**config.mk**
```make
export PLATFORM = sky130hd
export DESIGN_NAME = burst_addr_gen
export DESIGN_NICKNAME = d
export VERILOG_FILES = /design/src/rtl/bag_pkg.sv /design/src/rtl/bag_decode.sv /design/src/rtl/bag_next.sv /design/src/rtl/bag_reg.sv /design/src/rtl/burst_addr_gen.sv
export SDC_FILE = /design/constraint.sdc
export NUM_CORES = 1
export LEC_CHECK = 0
export BUFFER_PORTS_ARGS = -buffer_cell sky130_fd_sc_hd__clkbuf_2
export CORE_MARGIN = 5
export CORE_UTILIZATION = 35
export CTS_BUF_LIST = sky130_fd_sc_hd__clkbuf_4 sky130_fd_sc_hd__clkbuf_8
export CTS_CLUSTER_SIZE = 25
export DETAILED_ROUTE_END_ITERATION = 16
export PLACE_DENSITY = 0.7
export SYNTH_ARGS = -nofsm -noshare
export SYNTH_HDL_FRONTEND = slang
export SYNTH_SLANG_ARGS = --single-unit
```
**constraint.sdc**
```tcl
create_clock -name clk -period 3.8 [get_ports clk]
set_input_delay 0.38 -clock clk [delete_from_list [all_inputs] [get_ports clk]]
set_output_delay 0.38 -clock clk [all_outputs]
set_load 0.03 [all_outputs]
```
**src/rtl/bag_pkg.sv**
```systemverilog
package bag_pkg;

  // Operation chosen at a clock edge, listed from lowest to highest priority.
  typedef enum logic [1:0] {
    BAG_HOLD  = 2'd0,
    BAG_STEP  = 2'd1,
    BAG_LOAD  = 2'd2,
    BAG_CLEAR = 2'd3
  } bag_op_e;

endpackage

```
**src/rtl/bag_decode.sv**
```systemverilog
module bag_decode
  import bag_pkg::*;
(
  input  logic    clear_n,
  input  logic    load_n,
  input  logic    step_n,
  output bag_op_e op
);

  // Fixed priority: clear, then load, then step.
  always_comb begin
    if (!clear_n)     op = BAG_CLEAR;
    else if (!load_n) op = BAG_LOAD;
    else if (!step_n) op = BAG_STEP;
    else              op = BAG_HOLD;
  end

endmodule

```
**src/rtl/bag_next.sv**
```systemverilog
module bag_next
  import bag_pkg::*;
#(
  parameter int ADDR_W = 16
) (
  input  bag_op_e           op,
  input  logic [ADDR_W-1:0] cur,
  input  logic [ADDR_W-1:0] ext,
  output logic [ADDR_W-1:0] nxt,
  output logic              wrap
);

  localparam logic [ADDR_W-1:0] TOP = {ADDR_W{1'b1}};

  // Modulo-2^ADDR_W increment.
  function automatic logic [ADDR_W-1:0] incr(input logic [ADDR_W-1:0] a);
    return a + ADDR_W'(1);
  endfunction

  always_comb begin
    unique case (op)
      BAG_CLEAR: nxt = '0;
      BAG_LOAD:  nxt = ext;
      BAG_STEP:  nxt = incr(cur);
      default:   nxt = cur;
    endcase
  end

  // Named event: an advance that rolls over the top of the range.
  assign wrap = (op == BAG_STEP) && (cur == TOP);

endmodule

```
**src/rtl/bag_reg.sv**
```systemverilog
module bag_reg #(
  parameter int ADDR_W = 16
) (
  input  logic              clk,
  input  logic              rst,
  input  logic [ADDR_W-1:0] d,
  output logic [ADDR_W-1:0] q
);

  always_ff @(posedge clk) begin
    if (rst) q <= '0;
    else     q <= d;
  end

endmodule

```
**src/rtl/burst_addr_gen.sv**
```systemverilog
module burst_addr_gen
  import bag_pkg::*;
#(
  parameter int ADDR_W = 16
) (
  input  logic              clk,
  input  logic              rst,
  input  logic [ADDR_W-1:0] ext_addr,
  input  logic              load_n,
  input  logic              step_n,
  input  logic              clear_n,
  output logic [ADDR_W-1:0] int_addr
);

  bag_op_e           op;
  logic [ADDR_W-1:0] nxt_addr;
  logic              wrap_evt;

  bag_decode u_dec (
    .clear_n (clear_n),
    .load_n  (load_n),
    .step_n  (step_n),
    .op      (op)
  );

  bag_next #(.ADDR_W(ADDR_W)) u_next (
    .op   (op),
    .cur  (int_addr),
    .ext  (ext_addr),
    .nxt  (nxt_addr),
    .wrap (wrap_evt)
  );

  bag_reg #(.ADDR_W(ADDR_W)) u_reg (
    .clk (clk),
    .rst (rst),
    .d   (nxt_addr),
    .q   (int_addr)
  );

  // Global reset clears the address at the next edge.
  assert_reset_zero_R1: assert property (@(posedge clk)
    rst |=> (int_addr == '0));

  assert_clear_wins_R2: assert property (@(posedge clk) disable iff (rst)
    !clear_n |=> (int_addr == '0));

  assert_load_ext_R3: assert property (@(posedge clk) disable iff (rst)
    (clear_n && !load_n) |=> (int_addr == $past(ext_addr)));

  assert_step_plus_one_R4: assert property (@(posedge clk) disable iff (rst)
    (clear_n && load_n && !step_n) |=> (int_addr == $past(int_addr) + ADDR_W'(1)));

  assert_wrap_to_zero_R5: assert property (@(posedge clk) disable iff (rst)
    wrap_evt |=> (int_addr == '0));

  assert_hold_stable_R6: assert property (@(posedge clk) disable iff (rst)
    (clear_n && load_n && step_n) |=> $stable(int_addr));

endmodule

```
# --- Word-level counts from Yosys, hierarchy flattened ---
# Index checks and enable logic that the tools add are counted.
# Widths: inputs -> output; s select.
op_classes:
  reduce_logical: 1
  n_mul: 0
  n_div: 0
  mux: 4
  bitwise_logic: 0
  order_cmp: 0
  n_addsub: 1
  shift: 0
  n_eq_ne: 3
op_table:
  columns: ["cell", "count"]
  rows:
  - ["$pmux 16 s3", 1]
  - ["$add 16x1->16 const B", 1]
  - ["$eq 2x2->1 const B", 2]
  - ["$mux 2", 2]
  - ["$reduce_bool 3->1", 1]
  - ["$eq 2x1->1 const B", 1]
  - ["$mux 1", 1]
totals:
  ramBits: 0
  input_bits: 21
  output_inout_bits: 16
  romBits: 0
  regBits: 16
  elab_cells: 10
  latch_bits: 0
  mem_count: 0

# --- Depth between registers and ports, before layout ---
# Gate-level depths: netlist (run 1).
logic_depth:
  depth_word: 5
  ltp_mapped: 5
  mapped_depth_nobuf: 5

# --- Cells and area by module ---
# From an unflattened synthesis (run 1), not the netlist that was laid out.
hier_totals:
  cells_unflattened: 138
  hier_area_um2: 1163.6
by_module_without_submodules:
  columns: ["module", "seq_area_each_um2", "n_inst", "area_each_um2", "cells_per_inst"]
  rows:
  - ["bag_next", 0.0, 1, 683.2, 102]
  - ["bag_reg", 320.3, 1, 464.2, 33]
  - ["bag_decode", 0.0, 1, 16.3, 3]

# --- Worst setup path after synthesis (run 1) ---
# Ideal clock, no wire load.
synth_timing:
  path_type: "register to register"
  startpoint: "register u_reg.q[0]"
  endpoint: "register u_reg.q[8]"
  t_arrival_ns: 1.611
  period_less_slack_ns: 1.697
  t_required_ns: 3.714
  path_slack_ns: 2.103
  stages_incl_launch_ff: 6
  path_cell_list: "dfxtp_1 ha_1 nand4_1 nor4b_2 xnor2_1 a211oi_1"
synth_via:
  elab_chain_len: 2
synth_lines:
  columns: ["element", "line_no", "text"]
  rows:
  - ["start, declared", "bag_reg.sv:7", "output logic [ADDR_W-1:0] q"]
  - ["start signal, assigned", "bag_reg.sv:11", "if (rst) q <= '0;"]
  - ["start signal, assigned", "bag_reg.sv:12", "else q <= d;"]
  - ["$add 16x1->16", "bag_next.sv:17", "return a + ADDR_W'(1);"]
  - ["$pmux 16 s3", "bag_next.sv:21", "unique case (op)"]
# Every way passes these cells.
# A chain may end at the register's enable or synchronous reset.

# --- Worst setup path in the final report (run 1) ---
layout_timing:
  startpoint: "register u_reg.q[0]"
  endpoint: "register u_reg.q[6]"
# Same word-level chain as after synthesis.

==> results.rst, run 1 <==
.. list-table::
   :header-rows: 1

   * - Metric
     - Value
   * - Cell chosen for the clock root
     - sky130_fd_sc_hd__clkbuf_4
   * - Total Nets Final
     - about 180
   * - Worst clock skew
     - 0.001354 ns
   * - Initial DRC count
     - 23
   * - Number of maximum-capacitance violations
     - 0
   * - Number of instances resized during post-cts repair
     - 0
   * - Setup-failing EPs final
     - 0
   * - Register area share after synthesis
     - 0.3122
   * - Setup Slack @ Placement
     - 2.118 ns
   * - Clock tree from TritonCTS
     - done
   * - Final-report hold violation count
     - 0
   * - Count of port buffers added during placement
     - 36
   * - Lkg Pwr
     - between 0.0004 and 0.0005 uW
   * - Multiplexer share of the synthesized area
     - 0.04878
   * - Post-CTS Setup Inserts
     - 0
   * - Core Footprint
     - 0.002781 sq mm
   * - Number of instances in the synthesized netlist
     - around 120
   * - Complex-gate fraction of the synthesized area
     - 0.1902
   * - Die Span Y
     - roughly 64 microns
   * - Critical path arrival
     - 1.90 ns
   * - FF-to-FF Start
     - u_reg.q[0]$_SDFFE_PP0P_
   * - Clock transition at the registers of the reported paths
     - 0.09 ns
   * - Die Area
     - slightly above 0.004 sq mm
   * - Post-Synthesis Cell Area
     - 0.001026 sq mm
   * - Wire length of the first global-routing pass
     - 4491 microns
   * - ANT nets after route
     - 0
   * - Fraction of registers with async set or reset after synthesis
     - 0
   * - Setup slack, reg-to-reg
     - 2.10 ns
   * - Site Rows
     - 19
   * - Largest register FFs
     - 16
   * - H-tree depth reported by CTS
     - 1
   * - Share of the clock period used by the worst path after layout
     - 0.4484
   * - Pin count of the biggest net entering global routing
     - 35
   * - Maximum clock frequency
     - a little under 0.6 GHz
   * - CP startpoint
     - u_reg.q[0]$_SDFFE_PP0P_
   * - Number of hold-repair buffers added at the cts stage
     - 0
   * - GRT Residual Overflow
     - 0
   * - Io pins
     - 37
   * - Routed WL per cell
     - around 14 microns
   * - Number of buffers created by CTS
     - 3
   * - Number of global-route vias before repair
     - 1047
   * - Synth-to-layout area growth
     - 20.00%
   * - Status
     - finished, final reports clean
   * - Required time reported for the critical path endpoint
     - 4.00 ns
   * - Least setup slack across all paths after layout
     - 2.096 ns
   * - Total negative slack
     - 0 ns
   * - Chip Width
     - ~64 microns
   * - Pwr Density
     - 269.2 mW/mm^2
   * - Yosys warnings
     - 0
   * - Met3 routing resource usage after global routing
     - 0.02627
   * - CP endpoint kind
     - flop
   * - Adder-cell share of the synthesized area
     - 0.01220
   * - Met2 routing resource usage after global routing
     - 0.2224
   * - Number of flops mapped to enable cells by yosys
     - 0
   * - DRT Pass-1 Iters
     - 4
   * - Transition at the pin with the smallest max-transition slack
     - 0.6753 ns
   * - Hold wc startpoint
     - ext_addr[10]
   * - Peak fanout along the critical path
     - 6
   * - Met1 Use GR
     - 0.1580
   * - Busiest metal layer after global routing
     - met2
   * - Post-detailed-placement half-perimeter wirelength
     - 1947 microns
   * - RSZ-0062 raised after global routing
     - false
   * - Gp weighted congestion
     - 0.8059
   * - Share of cells above drive strength 1
     - 0.3092
   * - Most used DFF post-synth
     - sky130_fd_sc_hd__dfxtp_1
   * - Main combinational cell family by area after synthesis
     - simple AND/OR/NAND/NOR gates
   * - Register bank with the most flops
     - u_reg.q
   * - Clock period minus final worst setup slack
     - 1.704 ns
   * - Wirelength, routed
     - 2590 microns
   * - Post-Syn Nets
     - 144
   * - Overall track demand over capacity in global routing
     - 0.1333
   * - Worst-case clock buffer depth
     - 2
   * - Worst hold path type
     - in -> reg
   * - Initial standard-cell utilization of the core
     - 0.3689
   * - Sort of element at the start of the critical path
     - flop
   * - Synth top area share
     - 0.3122
   * - Largest registers
     - u_reg.q (16)
   * - Peak ir drop on the vdd network
     - between 0.1 and 0.15 mV
   * - Area share of and/or/nand/nor cells after synthesis
     - 0.3256
   * - Antenna diode count
     - 0
   * - Final routed DRC violation total
     - 0
   * - Clock latency on the worst-skew pair
     - 0.28 ns
   * - Max-slew violations
     - 0
   * - Per-instance average area after synthesis
     - 8.410 sq um
   * - Initial antenna violation count
     - 0
   * - Crit Path Class
     - reg -> reg
   * - Number of synthesized register bits
     - 16
   * - Count of unique library cells instantiated by Yosys
     - 30
   * - Post-layout utilization of the core
     - 0.4426
   * - Normalized max-slew margin
     - 0.5498
   * - Cell types occupying the most area after synthesis
     - sky130_fd_sc_hd__dfxtp_1 (31%), sky130_fd_sc_hd__xnor2_1 (6.8%), sky130_fd_sc_hd__a211oi_1 (6.6%)
   * - Cell type contributing the most total cell area after synthesis
     - sky130_fd_sc_hd__dfxtp_1
   * - Xor/xnor cell area share of the yosys netlist
     - 0.06829
   * - Via count of the routed design
     - 1001
   * - Total number of clock tree sinks
     - 16
   * - Via density
     - 5.470
-- layout make-up --
| cell class | count | area (sq um) |
|---|---|---|
| clock buffers | 3 | 22.52 |
| fillers | 285 | 1550 |
| inverters | 2 | 7.507 |
| multi-input cells | 95 | 661.9 |
| flip-flops and latches | 16 | 320.3 |
| well taps | 31 | 38.79 |
| repair buffers | 36 | 180.2 |
-- power by group --
group	internal, uW	switching [uW]
Clock	36.8	52.9
Sequential	173	7.98
Combinational	23.9	36.6
-- kinds of logic (layout without fill, tap and decap cells) --
logic type / Yosys count / in the layout
and+or+nand+nor: 54 / 54
xor gates and xnor gates: 8 / 8
DFF: 16 / 16
AOI/OAI and AO/OA: 27 / 27
muxes: 5 / 5
adders and majority gates: 1 / 1
buffers and inverters: 11 / 41
-- routing by layer --
metal / wire length [microns] / vias up / share of wire
met5: 0 / - / 0
met4: 61 / 0 / 0.024
met3: 155 / 6 / 0.060
met2: 1185 / 28 / 0.46
met1: 1187 / 452 / 0.46
li1: - / 515 / -
-- synthesized netlist by cell type (3+ instances only) --
cell type                  count
sky130_fd_sc_hd__a211oi_1      9
sky130_fd_sc_hd__nand3b_1      8
sky130_fd_sc_hd__nand4_1       3
sky130_fd_sc_hd__dfxtp_1      16
sky130_fd_sc_hd__mux2i_1       5
sky130_fd_sc_hd__nand2b_1      7
sky130_fd_sc_hd__nor3_1        4
sky130_fd_sc_hd__nor2_1       12
sky130_fd_sc_hd__o21ai_0       6
sky130_fd_sc_hd__nand2_1       8
sky130_fd_sc_hd__xnor2_1       8
sky130_fd_sc_hd__clkbuf_1      7
sky130_fd_sc_hd__nor4_2        4
sky130_fd_sc_hd__a21oi_1       3
-- placed cells by master, fill, tap and decap left out --
cell                         n
sky130_fd_sc_hd__nand4_2     1
sky130_fd_sc_hd__nand3_1     2
sky130_fd_sc_hd__a311oi_1    2
sky130_fd_sc_hd__nor4b_2     1
sky130_fd_sc_hd__a21oi_1     3
sky130_fd_sc_hd__and4_1      1
sky130_fd_sc_hd__nor3_1      4
sky130_fd_sc_hd__nor3b_1     1
sky130_fd_sc_hd__a32oi_1     1
sky130_fd_sc_hd__nor2b_1     1
sky130_fd_sc_hd__nand2_1     8
sky130_fd_sc_hd__o211ai_1    2
sky130_fd_sc_hd__mux2i_1     5
sky130_fd_sc_hd__a211oi_2    2
sky130_fd_sc_hd__a211oi_1    9
sky130_fd_sc_hd__dfxtp_1    16
sky130_fd_sc_hd__a2111oi_0   1
sky130_fd_sc_hd__ha_1        1
sky130_fd_sc_hd__nand3b_1    8
sky130_fd_sc_hd__xnor2_1     8
sky130_fd_sc_hd__clkbuf_4    3
sky130_fd_sc_hd__nand2b_1    7
sky130_fd_sc_hd__o21ai_0     6
sky130_fd_sc_hd__clkbuf_2   36
sky130_fd_sc_hd__or3_1       1
sky130_fd_sc_hd__inv_1       2
sky130_fd_sc_hd__nor4_2      4
sky130_fd_sc_hd__nor2_1     12
sky130_fd_sc_hd__a21boi_0    1
sky130_fd_sc_hd__nand4_1     3
-- final timing paths --
path,to,depth (start not counted)
worst min register to register,u_reg.q[5]$_SDFFE_PP0P_,2
worst max-delay path,u_reg.q[6]$_SDFFE_PP0P_,5
worst max register to register,u_reg.q[6]$_SDFFE_PP0P_,5
worst min-delay path,u_reg.q[10]$_SDFFE_PP0P_,3
-- stage by stage --
step	total power, uW	hold WS, ns	std cells	area, sq um
3_3_place_gp	244.4	0.5596	180	1209
4_1_cts	337.0	0.3118	183	1231
2_1_floorplan	224.4	0.5190	122	1026
3_5_place_dp	246.3	0.5698	180	1209
5_1_grt	351.1	0.3292	183	1231
6_report	331.5	0.3203	183	1231
-- critical path, stage by stage (launching register included) --
cell                       delay, ns
sky130_fd_sc_hd__dfxtp_1        0.44
sky130_fd_sc_hd__ha_1           0.28
sky130_fd_sc_hd__nand4_1        0.25
sky130_fd_sc_hd__nor3b_1        0.32
sky130_fd_sc_hd__xnor2_1        0.10
sky130_fd_sc_hd__a211oi_1       0.22
No activity file was read; power rests on OpenSTA's default activity.
==> run 2, diff against run 1 <==
--- a/config.mk
+++ b/config.mk
@@ -5,13 +5,14 @@
 export SDC_FILE = /design/constraint.sdc
 export NUM_CORES = 1
 export LEC_CHECK = 0
+export ABC_AREA = 1
 export BUFFER_PORTS_ARGS = -buffer_cell sky130_fd_sc_hd__clkbuf_2
 export CORE_MARGIN = 5
 export CORE_UTILIZATION = 35
 export CTS_BUF_LIST = sky130_fd_sc_hd__clkbuf_4 sky130_fd_sc_hd__clkbuf_8
 export CTS_CLUSTER_SIZE = 25
 export DETAILED_ROUTE_END_ITERATION = 16
-export PLACE_DENSITY = 0.7
+export PLACE_DENSITY = 0.71
 export SYNTH_ARGS = -nofsm -noshare
 export SYNTH_HDL_FRONTEND = slang
 export SYNTH_SLANG_ARGS = --single-unit
==> constraint.sdc (replaced) <==
create_clock -name clk -period 1.5 [get_ports clk]
set_input_delay 0.15 -clock clk [delete_from_list [all_inputs] [get_ports clk]]
set_output_delay 0.15 -clock clk [all_outputs]
set_load 0.03 [all_outputs]
==> results.rst, run 2 <==
.. list-table::
   :header-rows: 1

   * - Metric
     - Value
   * - Status
     - finished, final reports clean
   * - Number of global-route vias before repair
     - 1056
   * - Share of the clock period used by the worst path after layout
     - 0.8908
   * - Peak ir drop on the vdd network
     - 0.2806 mV
   * - Number of buffers created by CTS
     - 3
   * - Sort of element at the start of the critical path
     - flop
   * - Fraction of registers with async set or reset after synthesis
     - 0
   * - Ranking of synthesized cells by instance count
     - sky130_fd_sc_hd__nand2_1 (46), sky130_fd_sc_hd__inv_1 (25), sky130_fd_sc_hd__nand3_1 (22)
   * - Lkg Pwr
     - roughly 0.00064 uW
   * - Combinational share of power
     - 0.193
   * - Initial antenna violation count
     - 0
   * - GRT Residual Overflow
     - 0
   * - Combined area of the multi-input logic cells
     - 686.9 sq um
   * - Initial DRC count
     - 68
   * - Number of hold-repair buffers added at the cts stage
     - 0
   * - Fraction of power consumed by the clock network
     - 0.312
   * - Site Rows
     - 20
   * - Total number of clock tree sinks
     - 16
   * - Routed WL per cell
     - approximately 11 microns
   * - Peak per-stage delay on the critical path
     - 0.41 ns
   * - Worst clock skew
     - 0.003813 ns
   * - Net switching power
     - 289.1 uW
   * - Cell repeated most along the worst path
     - sky130_fd_sc_hd__nand2_1
   * - Required time reported for the critical path endpoint
     - 1.73 ns
   * - Number of instances in the synthesized netlist
     - about 180
   * - Post-Synthesis Cell Area
     - 0.001150 sq mm
   * - Setup-failing EPs final
     - 0
   * - Normalized max-slew margin
     - 0.7626
   * - ANT nets after route
     - 0
   * - Fraction of power spent switching nets
     - 0.3061
   * - Wire length of the first global-routing pass
     - around 4800 microns
   * - Clock latency on the worst-skew pair
     - 0.29 ns
   * - Number of flops mapped to enable cells by yosys
     - 0
   * - Uppermost signal routing layer after detailed routing
     - met4
   * - Cell types occupying the most area after synthesis
     - sky130_fd_sc_hd__dfxtp_1 (28%), sky130_fd_sc_hd__nand2_1 (15%), sky130_fd_sc_hd__nand3_1 (9.6%)
   * - H-tree depth reported by CTS
     - 1
   * - Detailed-routed wire length on met2
     - roughly 1200 microns
   * - Die Area
     - 0.004531 sq mm
   * - Via count of the routed design
     - 1231
   * - Pin count of the biggest net entering global routing
     - 17
   * - Count of port buffers added during placement
     - 36
   * - Post-detailed-placement half-perimeter wirelength
     - ~2300 microns
   * - Number of instances resized during post-cts repair
     - 0
   * - Share of cells above drive strength 1
     - 0.2877
   * - Post-CTS Setup Inserts
     - 0
   * - Layout filler cell count
     - between 300 and 400
   * - Total negative slack
     - 0 ns
   * - Antenna diode count
     - 0
   * - Number of buffers and inverters on the critical path
     - 1
   * - Metal-1 WL
     - 1497 microns
   * - RSZ-0062 raised after global routing
     - false
   * - Post-layout utilization of the core
     - 0.4528
   * - Total Nets Final
     - 242
   * - Crit Path Class
     - reg -> reg
   * - Die Span Y
     - ~67 microns
   * - Clock tree from TritonCTS
     - done
   * - Core Footprint
     - between 0.003 and 0.004 sq mm
   * - Commonest non-fill, non-tap cell in the layout
     - sky130_fd_sc_hd__nand2_1
   * - DRT Pass-1 Iters
     - 4
   * - Pwr Density
     - between 600 and 700 mW/mm^2
   * - CP Cell Sequence
     - ha_1 > nand2_1 > inv_1 > nand2_1 > o21bai_1 > nand3_1 > a21oi_1
   * - Maximum clock frequency
     - 0.7484 GHz
   * - Chip Width
     - 67.32 microns
   * - Worst-case clock buffer depth
     - 2
   * - Kind of cell with the highest combined delay on the critical path
     - flip-flops
   * - Max-slew violations
     - 0
   * - Register Area
     - 320.3 sq um
   * - Peak fanout along the critical path
     - 6
   * - CP endpoint kind
     - flop
   * - Largest register FFs
     - 16
   * - Number of synthesized register bits
     - 16
   * - Cell with the most instances after synthesis
     - sky130_fd_sc_hd__nand2_1
   * - Per-instance average area after synthesis
     - roughly 6.4 sq um
   * - Least setup slack across all paths after layout
     - 0.1639 ns
   * - Final routed DRC violation total
     - 0
   * - Cell type contributing the most total cell area after synthesis
     - sky130_fd_sc_hd__dfxtp_1
   * - Number of maximum-capacitance violations
     - 0
   * - Io pins
     - 37
   * - Transition at the pin with the smallest max-transition slack
     - between 0.3 and 0.4 ns
   * - Largest registers
     - u_reg.q (16)
   * - Worst-path cell with the longest stage delay
     - sky130_fd_sc_hd__dfxtp_1
   * - Overall track demand over capacity in global routing
     - 0.1338
   * - Synth top area share
     - 0.2786
   * - Clock transition at the registers of the reported paths
     - 0.10 ns
   * - Area of placed instances
     - 0.001369 sq mm
   * - Critical path arrival
     - 1.56 ns
   * - Register area share after synthesis
     - 0.2786
   * - Yosys warnings
     - 0
   * - Register bank with the most flops
     - u_reg.q
   * - Wirelength, routed
     - ~2900 microns
   * - Final-report hold violation count
     - 0
   * - Cell chosen for the clock root
     - sky130_fd_sc_hd__clkbuf_4
   * - Initial standard-cell utilization of the core
     - 0.3706
   * - Synth-to-layout area growth
     - 22.20%
   * - Post-Syn Nets
     - 203
   * - Worst hold path type
     - in -> reg
   * - Count of unique library cells instantiated by Yosys
     - 25
   * - Most frequent cells in the layout
     - sky130_fd_sc_hd__nand2_1 (46), sky130_fd_sc_hd__clkbuf_2 (36), sky130_fd_sc_hd__inv_1 (25), sky130_fd_sc_hd__nand3_1 (22), sky130_fd_sc_hd__dfxtp_1 (16)
   * - Most used DFF post-synth
     - sky130_fd_sc_hd__dfxtp_1
   * - Sequential share of power
     - 0.494
   * - Gp weighted congestion
     - about 0.80
   * - Via density
     - 4.681
   * - Design area
     - 0.001405 sq mm
   * - Met3 wire length
     - 129 microns
   * - Internal power consumption
     - between 600 and 700 uW
   * - Clock period minus final worst setup slack
     - 1.336 ns
   * - Setup Slack @ Placement
     - 0.1737 ns
-- run 2: layer usage --
layer  vias up  GRT usage
met3         4    0.01664
met1       515     0.1986
met5         -          0
met4         0    0.04557
li1        683          -
met2        29     0.1963
-- run 2: power groups by stage --
stage / combinational, uW / clock [uW] / sequential [uW]
CTS: 185 / 307 / 467
global placement: 183 / 0 / 476
global route: 205 / 325 / 471
detailed placement: 184 / 0 / 477
floorplan: 87.0 / 0 / 509
finish: 183 / 295 / 467
-- run 2: final cells by class --
cell class,instances,area share
flip-flops and latches,16,0.2280
well taps,44,0.03918
clock buffers,4,0.02582
repair buffers,38,0.1389
multi-input cells,132,0.4889
inverters,29,0.07925
-- run 2: path summary, 6_finish.rpt --
kind                            slack (ns)               startpoint  cells past startpoint                       to
worst max-delay path                  0.16  u_reg.q[0]$_SDFFE_PP0P_                      7  u_reg.q[8]$_SDFFE_PP0P_
worst min-delay path                  0.09              ext_addr[6]                      3  u_reg.q[6]$_SDFFE_PP0P_
worst max register to register        0.16  u_reg.q[0]$_SDFFE_PP0P_                      7  u_reg.q[8]$_SDFFE_PP0P_
worst min register to register        0.54  u_reg.q[4]$_SDFFE_PP0P_                      2  u_reg.q[4]$_SDFFE_PP0P_
-- run 2: cells by family after synthesis --
logic type,share of synthesized area
simple gates,0.4124
compound gates,0.1741
buf+inv,0.1240
flops,0.2786
fa+ha+maj,0.01088
-- run 2: worst min-delay path, stage by stage --
cell	delay [ns]
sky130_fd_sc_hd__clkbuf_2	0.08
sky130_fd_sc_hd__nand2_1	0.05
sky130_fd_sc_hd__a21oi_1	0.05
-- run 2: through the flow --
step / power [uW] / cells / hold WS [ns]
floorplan: 595.5 / 181 / 0.2973
global placement: 659.1 / 259 / 0.3964
detailed placement: 660.8 / 259 / 0.3959
CTS: 958.6 / 263 / 0.07362
global route: 1001 / 263 / 0.08258
finish: 944.5 / 263 / 0.08519
